## src/rtl/pid_motor_pkg.sv

```systemverilog
package pid_motor_pkg;

    typedef enum logic [2:0] {
        ST_IDLE  = 3'd0,
        ST_PROP  = 3'd1,
        ST_INTEG = 3'd2,
        ST_DERIV = 3'd3,
        ST_SUM   = 3'd4,
        ST_CLAMP = 3'd5
    } upd_state_t;

    typedef enum logic [1:0] {
        DIR_STOP = 2'd0,
        DIR_FWD  = 2'd1,
        DIR_REV  = 2'd2
    } drive_dir_t;

    typedef struct packed {
        logic sgn;
        logic fresh;
    } err_flags_t;

endpackage

```

## src/rtl/pid_err_calc.sv

```systemverilog
module pid_err_calc #(
    parameter int POS_W = 24
) (
    input  logic [POS_W-1:0] setpoint_i,
    input  logic [POS_W-1:0] feedback_i,
    output logic             neg_o,
    output logic [POS_W-1:0] mag_o
);

    logic [POS_W-1:0] diff_w;

    always_comb begin
        diff_w = setpoint_i - feedback_i;
        neg_o  = (feedback_i > setpoint_i);
        mag_o  = neg_o ? (~diff_w + 1'b1) : diff_w;
    end

endmodule

```

## src/rtl/pid_update.sv

```systemverilog
module pid_update
    import pid_motor_pkg::*;
#(
    parameter int POS_W   = 24,
    parameter int GAIN_W  = 8,
    parameter int OUT_MAX = 64000,
    parameter int DUTY_W  = $clog2(OUT_MAX + 1)
) (
    input  logic              clk,
    input  logic              rst,
    input  logic              sample_i,
    input  logic              neg_i,
    input  logic [POS_W-1:0]  mag_i,
    input  logic [GAIN_W-1:0] kp_i,
    input  logic [GAIN_W-1:0] ki_i,
    input  logic [GAIN_W-1:0] kd_i,
    output logic [DUTY_W-1:0] duty_o,
    output logic              upd_o,
    output logic              neg_o,
    output logic [POS_W-1:0]  mag_o
);

    localparam int DIFF_W = POS_W + 3;
    localparam int PROD_W = DIFF_W + GAIN_W + 1;
    localparam int ACC_W  = PROD_W + DUTY_W + 3;
    localparam logic signed [ACC_W-1:0] ACC_MAX = ACC_W'(OUT_MAX);
    localparam logic [DUTY_W-1:0]       DUTY_MAX = DUTY_W'(OUT_MAX);

    upd_state_t               state_q;
    err_flags_t               flags_q;
    logic [POS_W-1:0]         e_k, e_k1, e_k2;
    logic signed [PROD_W-1:0] term_p, term_i, term_d;
    logic signed [ACC_W-1:0]  acc_q;
    logic [DUTY_W-1:0]        m_q, m_lim;

    logic signed [DIFF_W-1:0] ek_s, ek1_s, ek2_s, dp_s, dd_s;
    logic signed [GAIN_W:0]   kp_s, ki_s, kd_s;

    assign ek_s  = $signed({{(DIFF_W-POS_W){1'b0}}, e_k});
    assign ek1_s = $signed({{(DIFF_W-POS_W){1'b0}}, e_k1});
    assign ek2_s = $signed({{(DIFF_W-POS_W){1'b0}}, e_k2});
    assign dp_s  = ek_s - ek1_s;
    assign dd_s  = ek_s - (ek1_s <<< 1) + ek2_s;
    assign kp_s  = $signed({1'b0, kp_i});
    assign ki_s  = $signed({1'b0, ki_i});
    assign kd_s  = $signed({1'b0, kd_i});

    always_comb begin
        if (acc_q[ACC_W-1])
            m_lim = '0;
        else if (acc_q > ACC_MAX)
            m_lim = DUTY_MAX;
        else
            m_lim = acc_q[DUTY_W-1:0];
    end

    always_ff @(posedge clk) begin
        if (rst) begin
            state_q <= ST_IDLE;
            flags_q <= '0;
            e_k     <= '0;
            e_k1    <= '0;
            e_k2    <= '0;
            term_p  <= '0;
            term_i  <= '0;
            term_d  <= '0;
            acc_q   <= '0;
            m_q     <= '0;
        end else begin
            flags_q.fresh <= 1'b0;
            case (state_q)
                ST_IDLE: begin
                    if (sample_i) begin
                        e_k         <= mag_i;
                        flags_q.sgn <= neg_i;
                        state_q     <= ST_PROP;
                    end
                end
                ST_PROP: begin
                    term_p  <= PROD_W'(dp_s) * PROD_W'(kp_s);
                    state_q <= ST_INTEG;
                end
                ST_INTEG: begin
                    term_i  <= PROD_W'(ek_s) * PROD_W'(ki_s);
                    state_q <= ST_DERIV;
                end
                ST_DERIV: begin
                    term_d  <= PROD_W'(dd_s) * PROD_W'(kd_s);
                    state_q <= ST_SUM;
                end
                ST_SUM: begin
                    acc_q   <= ACC_W'($signed({1'b0, m_q})) + ACC_W'(term_p)
                             + ACC_W'(term_i) + ACC_W'(term_d);
                    state_q <= ST_CLAMP;
                end
                ST_CLAMP: begin
                    m_q           <= m_lim;
                    e_k1          <= e_k;
                    e_k2          <= e_k1;
                    flags_q.fresh <= 1'b1;
                    state_q       <= ST_IDLE;
                end
                default: state_q <= ST_IDLE;
            endcase
        end
    end

    assign duty_o = m_q;
    assign upd_o  = (state_q == ST_CLAMP);
    assign neg_o  = flags_q.sgn;
    assign mag_o  = e_k;

    p_duty_cap_r4: assert property (@(posedge clk) disable iff (rst)
        m_q <= DUTY_MAX);

    p_hold_unless_final_r3: assert property (@(posedge clk) disable iff (rst)
        (state_q != ST_CLAMP) |=> $stable(m_q));

    p_history_shift_r2: assert property (@(posedge clk) disable iff (rst)
        flags_q.fresh |-> (e_k1 == e_k));

endmodule

```

## src/rtl/pid_pwm_gen.sv

```systemverilog
module pid_pwm_gen #(
    parameter int OUT_MAX = 64000,
    parameter int DUTY_W  = $clog2(OUT_MAX + 1)
) (
    input  logic              clk,
    input  logic              rst,
    input  logic [DUTY_W-1:0] duty_i,
    output logic              pwm_o
);

    localparam logic [DUTY_W-1:0] LAST     = DUTY_W'(OUT_MAX - 1);
    localparam logic [DUTY_W-1:0] DUTY_MAX = DUTY_W'(OUT_MAX);

    logic [DUTY_W-1:0] cnt_q;
    logic [DUTY_W-1:0] duty_lat;
    logic              pwm_q;

    always_ff @(posedge clk) begin
        if (rst) begin
            cnt_q    <= '0;
            duty_lat <= '0;
            pwm_q    <= 1'b0;
        end else begin
            pwm_q <= (cnt_q < duty_lat);
            if (cnt_q == LAST) begin
                cnt_q    <= '0;
                duty_lat <= duty_i;
            end else begin
                cnt_q <= cnt_q + 1'b1;
            end
        end
    end

    assign pwm_o = pwm_q;

    p_latch_at_wrap_r6: assert property (@(posedge clk) disable iff (rst)
        !$stable(duty_lat) |-> (cnt_q == '0));

    p_full_on_r5: assert property (@(posedge clk) disable iff (rst)
        (duty_lat == DUTY_MAX) |=> pwm_q);

    p_zero_off_r5: assert property (@(posedge clk) disable iff (rst)
        (duty_lat == '0) |=> !pwm_q);

endmodule

```

## src/rtl/pid_dir_select.sv

```systemverilog
module pid_dir_select
    import pid_motor_pkg::*;
#(
    parameter int POS_W       = 24,
    parameter int HOLD_BAND   = 8,
    parameter int RESUME_BAND = 24
) (
    input  logic             clk,
    input  logic             rst,
    input  logic             upd_i,
    input  logic             neg_i,
    input  logic [POS_W-1:0] mag_i,
    input  logic             pwm_i,
    output logic             drive_fwd_o,
    output logic             drive_rev_o
);

    localparam logic [POS_W-1:0] HOLD_M   = POS_W'(HOLD_BAND);
    localparam logic [POS_W-1:0] RESUME_M = POS_W'(RESUME_BAND);

    drive_dir_t dir_q;

    always_ff @(posedge clk) begin
        if (rst) begin
            dir_q <= DIR_STOP;
        end else if (upd_i) begin
            if (mag_i <= HOLD_M)
                dir_q <= DIR_STOP;
            else if (mag_i > RESUME_M)
                dir_q <= neg_i ? DIR_REV : DIR_FWD;
        end
    end

    assign drive_fwd_o = pwm_i && (dir_q == DIR_FWD);
    assign drive_rev_o = pwm_i && (dir_q == DIR_REV);

    p_band_stop_r8: assert property (@(posedge clk) disable iff (rst)
        (upd_i && (mag_i <= HOLD_M)) |=> (dir_q == DIR_STOP));

    p_resume_dir_r7: assert property (@(posedge clk) disable iff (rst)
        (upd_i && (mag_i > RESUME_M)) |=> (dir_q == ($past(neg_i) ? DIR_REV : DIR_FWD)));

    p_between_keep_r8: assert property (@(posedge clk) disable iff (rst)
        (upd_i && (mag_i > HOLD_M) && (mag_i <= RESUME_M)) |=> $stable(dir_q));

endmodule

```

## src/rtl/pid_motor_ctrl.sv

```systemverilog
module pid_motor_ctrl #(
    parameter int POS_W       = 24,
    parameter int GAIN_W      = 8,
    parameter int OUT_MAX     = 64000,
    parameter int HOLD_BAND   = 8,
    parameter int RESUME_BAND = 24
) (
    input  logic              clk,
    input  logic              rst,
    input  logic              sample,
    input  logic [POS_W-1:0]  setpoint,
    input  logic [POS_W-1:0]  feedback,
    input  logic [GAIN_W-1:0] kp,
    input  logic [GAIN_W-1:0] ki,
    input  logic [GAIN_W-1:0] kd,
    output logic              drive_fwd,
    output logic              drive_rev
);

    localparam int DUTY_W = $clog2(OUT_MAX + 1);

    logic              neg_w;
    logic [POS_W-1:0]  mag_w;
    logic [DUTY_W-1:0] duty_w;
    logic              upd_w;
    logic              neg_lat;
    logic [POS_W-1:0]  mag_lat;
    logic              pwm_w;

    pid_err_calc #(.POS_W(POS_W)) u_err (
        .setpoint_i (setpoint),
        .feedback_i (feedback),
        .neg_o      (neg_w),
        .mag_o      (mag_w)
    );

    pid_update #(
        .POS_W   (POS_W),
        .GAIN_W  (GAIN_W),
        .OUT_MAX (OUT_MAX),
        .DUTY_W  (DUTY_W)
    ) u_upd (
        .clk      (clk),
        .rst      (rst),
        .sample_i (sample),
        .neg_i    (neg_w),
        .mag_i    (mag_w),
        .kp_i     (kp),
        .ki_i     (ki),
        .kd_i     (kd),
        .duty_o   (duty_w),
        .upd_o    (upd_w),
        .neg_o    (neg_lat),
        .mag_o    (mag_lat)
    );

    pid_pwm_gen #(
        .OUT_MAX (OUT_MAX),
        .DUTY_W  (DUTY_W)
    ) u_pwm (
        .clk    (clk),
        .rst    (rst),
        .duty_i (duty_w),
        .pwm_o  (pwm_w)
    );

    pid_dir_select #(
        .POS_W       (POS_W),
        .HOLD_BAND   (HOLD_BAND),
        .RESUME_BAND (RESUME_BAND)
    ) u_dir (
        .clk         (clk),
        .rst         (rst),
        .upd_i       (upd_w),
        .neg_i       (neg_lat),
        .mag_i       (mag_lat),
        .pwm_i       (pwm_w),
        .drive_fwd_o (drive_fwd),
        .drive_rev_o (drive_rev)
    );

    p_sign_r1: assert property (@(posedge clk) disable iff (rst)
        neg_w |-> (feedback > setpoint));

    p_mag_r1: assert property (@(posedge clk) disable iff (rst)
        neg_w |-> (mag_w == POS_W'(feedback - setpoint)));

    p_never_both_r7: assert property (@(posedge clk) disable iff (rst)
        !(drive_fwd && drive_rev));

endmodule

```

## config.mk

```make
export PLATFORM = sky130hd
export DESIGN_NAME = pid_motor_ctrl
export DESIGN_NICKNAME = d
export VERILOG_FILES = /design/src/rtl/pid_motor_pkg.sv /design/src/rtl/pid_err_calc.sv /design/src/rtl/pid_update.sv /design/src/rtl/pid_pwm_gen.sv /design/src/rtl/pid_dir_select.sv /design/src/rtl/pid_motor_ctrl.sv
export SDC_FILE = /design/constraint.sdc
export NUM_CORES = 2
export LEC_CHECK = 0
export BUFFER_PORTS_ARGS = -buffer_cell sky130_fd_sc_hd__buf_2
export CAP_MARGIN = 10
export CORE_MARGIN = 3
export CORE_UTILIZATION = 60
export DETAILED_ROUTE_END_ITERATION = 7
export PLACE_DENSITY = 0.85
export SLEW_MARGIN = 5
export SYNTH_ARGS = -nofsm -noshare
export SYNTH_HDL_FRONTEND = slang
export SYNTH_SLANG_ARGS = --single-unit
```

## constraint.sdc

```tcl
create_clock -name clk -period 18.5 [get_ports clk]
set_clock_uncertainty 0.1 [all_clocks]
set_input_delay 4.625 -clock clk [delete_from_list [all_inputs] [get_ports clk]]
set_output_delay 4.625 -clock clk [all_outputs]
set_load 0.03 [all_outputs]
```

==> Yosys cells after proc, flatten, opt, wreduce, memory -nomap -nowiden <==
Index checks and enable logic that the tools add are counted.
{ "totals": {"input_bits": 75, "regBits": 286} }
{ "op_classes": {"bitwise": 1, "mux": 8, "add_sub_neg": 9, "n_reduce_logical": 7, "mul": 3, "n_lt_le_gt_ge": 5, "eq_ne": 9} }
{ "ops": {"columns": ["operator", "n"], "rows": [
  ["$add A55 B36 Y55", 1],
  ["$gt A55 B17 Y1 const B", 1],
  ["$add A37 B33 Y38", 1],
  ["$add A17 B36 Y37", 1],
  ["$mul A27 B9 Y36", 1],
  ["$mul A25 B9 Y34", 1],
  ["$mul A24 B8 Y32", 1],
  ["$mux W16", 2],
  ["$add A26 B25 Y27", 1],
  ["$sub A24 B25 Y26", 1],
  ["$sub A24 B24 Y25", 1],
  ["$add A24 B1 Y24 const B", 1],
  ["$gt A24 B24 Y1", 1],
  ["$gt A24 B5 Y1 const B", 1],
  ["$le A24 B4 Y1 const B", 1],
  ["$mux W24", 1],
  ["$not A24 Y24", 1],
  ["$sub A24 B24 Y24", 1],
  ["$add A16 B1 Y16 const B", 1],
  ["$eq A16 B16 Y1 const B", 1],
  ["$lt A16 B16 Y1", 1],
  ["$pmux W3 S5", 1],
  ["$eq A3 B2 Y1 const B", 2],
  ["$eq A3 B3 Y1 const B", 2],
  ["other kinds (11)", 15]
]} }

==> Depth between registers and ports, before layout <==
{ "logic_depth": {"depth_word": 4, "mapped_depth": 40, "depth_no_buf": 39} }

==> Hierarchy <==
From an unflattened synthesis, not the netlist that was laid out.
{ "unflattened": {"hier_cells": 4785, "area_unflattened_um2": 39235.1} }
{ "by_module_without_submodules": {"columns": ["mod", "area_per_inst_um2", "cells_per_inst", "seq_area_each_um2", "instances"], "rows": [
  ["pid_update", 35261.3, 4274, 4624.4, 1],
  ["pid_err_calc", 2098.3, 303, 0.0, 1],
  ["pid_pwm_gen", 1655.3, 182, 660.6, 1],
  ["pid_dir_select", 220.2, 26, 40.0, 1]
]} }

==> Worst setup path after synthesis <==
No wires, ideal clock.
{ "synth_path": {"kind": "input -> register", "start": "input kd[2]", "end": "register u_upd.term_d[32]", "stages": 20, "arrival_time_ps": 9728, "required_time_ps": 18280, "setup_slack_ps": 8551, "path_cell_list": "clkbuf_1 > clkbuf_1 > nand2_1 > fa_1 > inv_1 > fa_1 > inv_1 > fa_1 > inv_1 > fa_1 > ha_1 > a21o_1 > or3_1 > o21ai_0 > o21ai_0 > o41ai_1 > o31ai_1 > o41ai_1 > or4_1 > nand3_1"} }
{ "synth_between": {"elab_chain_len": 1} }
{ "synth_rtl": {"columns": ["element", "line_no", "rtl"], "rows": [
  ["from (decl)", "pid_motor_ctrl.sv:15", "input logic [GAIN_W-1:0] kd,"],
  ["$mul A27 B9 Y36", "pid_update.sv:88", "term_d <= PROD_W'(dd_s) * PROD_W'(kd_s);"],
  ["to (signal assigned)", "pid_update.sv:88", null],
  ["to (decl)", "pid_update.sv:32", "logic signed [PROD_W-1:0] term_p, term_i, term_d;"]
]} }
Every way passes these cells.
A chain may end at the register's enable or synchronous reset.

==> Final worst setup path <==
{ "layout_path": {"start": "register u_upd.e_k[2], in the netlist u_upd.mag_o[2]", "end": "register u_upd.term_d[34]"} }
{ "layout_between": {"elab_chain_len": 3} }
{ "layout_rtl": {"columns": ["element", "line_no", "rtl"], "rows": [
  ["from (decl)", "pid_update.sv:31", "logic [POS_W-1:0] e_k, e_k1, e_k2;"],
  ["from (signal assigned)", "pid_update.sv:74", "e_k <= mag_i;"],
  ["$sub A24 B25 Y26", "pid_update.sv:43", "assign dd_s = ek_s - (ek1_s <<< 1) + ek2_s;"],
  ["$add A26 B25 Y27", "pid_update.sv:43", null],
  ["$mul A27 B9 Y36", "pid_update.sv:88", null]
]} }
Every way passes these cells.

==> reports/results.txt <==
Startpoint Class: flop
post-synth top area share: 24.1%
Synth Instances: 4829
dominant synthesized flop cell: dfxtp_1
maximum buffer depth of the clock tree: 3
CTS buffer count: 30
mean post-synth cell area: 8.21 um^2
Residual DRC: 0
largest net degree at the start of global routing: 91
top post-synthesis cells by count: nand2_1 (693), inv_1 (672), fa_1 (478)
Fillers: 5353
fin nets: 5729
initial antenna violation count: 4
Tmin final: 10.18 ns
Crit Path Category: flop to flop
Post-Syn Nets: 5774
delay-heaviest family, CP: compound AO/OA/AOI/OAI gates
most common cell in the netlist: nand2_1
met1 Use GR: 36.8%
Vias: 33500
Core Region: 0.0649 mm^2
Fin. Hold Viols: 0
RSZ-0062 raised after global routing: no
DRT Pass-1 Iters: 6
Post-CTS Hold Fix Bufs: 0
Syn-to-layout area delta: 5.22%
most numerous cell on the critical path: fa_1
Cell Area, Synth: 0.0397 mm^2
I/O Buffers: 76
CTS tree: built
Die W: 263 um
M3 GR Usage: 3.99%
Worst Path Buf+Inv: 4
post-route setup slack: 8.32 ns
die area: 0.0692 mm^2
vias in the first global route: 34000
max incr delay on CP: 0.71 ns
Setup TNS: 0 ns
HPWL Detailed: 80500 um
Arrival @ worst endpoint: 10.59 ns
Antenna Cells: 0
grt peak-use layer: met2
Clock Sinks: 284
Seq/Total Area, Yosys: 14.3%
H-tree Lvls: 1
CP Max Fanout: 14
layout cells sized above 1: 4.14%
I/O Pins: 77
Total Wirelength: 102000 um
first-pass GRT wire length: 169000 um
post-CTS setup repair buffer count: 0
worst hold path class: flop to flop
outcome: finished, final reports clean
post-CTS resize count: 0
Yosys cell types: 87
Hold Slack: 0.350 ns
Worst Tran Pin Value: 1.14 ns
Via-to-Cell Ratio: 5.91
Antenna Violating Nets Remaining: 0
EDFF count, synth: 0
Final Cycle Share: 55.0%
Final Max Slew Viols: 0
grt ovf: 0
CP max-delay cell: dfxtp_1
Rows: 93
Fmax achieved: 98.3 MHz
RePlAce Congestion: 0.964
worst skew pair latency: 0.59 ns
MaxCap Viol Count: 0
Crit. End Element: flop
relative slew slack: 23.7%
Die Span Y: 263 um
mean routed wirelength per cell: 18.0 um
Worst-path clk slew: 0.06 ns
total track usage: 29.3%
Initial Util: 61.1%
dominant cell type by area after synthesis: fa_1
area post-placement: 0.0407 mm^2
Synth area leaders: fa_1 (24%), dfxtp_1 (14%), ha_1 (12%), nand2_1 (6.6%), inv_1 (6.4%)
Synth Warn #: 0
asr flop ratio synth: 0%
Req. time, crit path: 18.92 ns
initial DRC count: 2612
final setup fails: 0
count of state elements after synthesis: 284
fin area: 0.0417 mm^2
GR Util met2: 49.8%
Root Buffer: clkbuf_16
Placement Setup Slack: 7.98 ns
-- logic make-up after synthesis --
group                      count (synthesis)  share of synthesized area [%]
xor gates and xnor gates                 241                           5.34
muxes                                     21                          0.530
buffers and inverters                    856                           8.11
AOI/OAI and AO/OA                        944                           15.4
DFF                                      284                           14.3
and+or+nand+nor                         1613                           19.8
adders and majority gates                870                           36.5
-- registers in the layout, indices dropped and copies added (netlist names) --
| register | flops |
|---|---|
| u_dir.dir_q | 2 |
| u_pwm.cnt_q | 16 |
| u_pwm.duty_lat | 16 |
| u_pwm.pwm_o | 1 |
| u_upd.acc_q | 55 |
| u_upd.duty_o | 16 |
| u_upd.e_k1 | 24 |
| u_upd.e_k2 | 24 |
| u_upd.mag_o | 24 |
| u_upd.neg_o | 1 |
| u_upd.state_q | 3 |
| u_upd.term_d | 36 |
| u_upd.term_i | 32 |
| u_upd.term_p | 34 |
-- stage by stage --
stage               util (%)  cells
finish                  64.3   5662
global route            64.3   5662
CTS                     64.3   5662
detailed placement      62.6   5607
global placement        62.6   5607
floorplan                  -   4829
-- final cells by class --
cell class | count | area (um^2) | area share, %
Tap cell | 855 | 1070 | 2.56
Clock buffer | 44 | 883 | 2.12
Multi-Input combinational cell | 3689 | 30800 | 73.7
Inverter | 672 | 2520 | 6.04
Timing Repair Buffer | 107 | 619 | 1.48
Sequential cell | 284 | 5690 | 13.6
Clock inverter | 11 | 176 | 0.423
-- path summary, 6_finish.rpt --
check,start,endpoint,slack (ns),cells after the start
max reg2reg,u_upd.mag_o[2],u_upd.term_d[34],8.32,36
min reg2reg,u_upd.acc_q[33],u_upd.acc_q[33],0.35,2
min,u_upd.acc_q[33],u_upd.acc_q[33],0.35,2
max,u_upd.mag_o[2],u_upd.term_d[34],8.32,36
-- placed cells by master (no fill, tap or decap), types with 11 or more instances in the layout --
| master | instances |
|---|---|
| a211o_1 | 12 |
| a211oi_1 | 42 |
| a21o_1 | 143 |
| a21oi_1 | 358 |
| a22oi_1 | 11 |
| a31oi_1 | 38 |
| and2_1 | 341 |
| and3_1 | 32 |
| buf_2 | 75 |
| buf_4 | 31 |
| clkbuf_16 | 30 |
| dfxtp_1 | 284 |
| fa_1 | 478 |
| ha_1 | 392 |
| inv_1 | 672 |
| mux2i_1 | 21 |
| nand2_1 | 693 |
| nand2b_1 | 28 |
| nand3_1 | 56 |
| nand3b_1 | 12 |
| nand4_1 | 25 |
| nor2_1 | 221 |
| nor2b_1 | 28 |
| nor3_1 | 50 |
| nor3b_1 | 11 |
| nor4_1 | 25 |
| o211ai_1 | 19 |
| o21a_1 | 50 |
| o21ai_0 | 109 |
| o21bai_1 | 32 |
| o31ai_1 | 18 |
| or2_2 | 14 |
| or3_1 | 27 |
| xnor2_1 | 160 |
| xor2_1 | 80 |
-- worst min-delay path, delay by kind of cell, from the launching register on --
family / cells / cell delay (ns)
and+or+nand+nor: 1 / 0.05
AOI/OAI and AO/OA: 1 / 0.05
DFF: 1 / 0.31
-- layer usage --
layer	wire, um	share of wire [%]	up-vias
met4	5730	5.6	2
met2	48100	47	1235
li1	-	-	15700
met3	7070	7.0	310
met1	40700	40	16200
met5	11	0.011	-
Power is left out: the tool's default activity adds up to more than one toggle a clock period on the data nets, which glitch-free logic cannot reach.
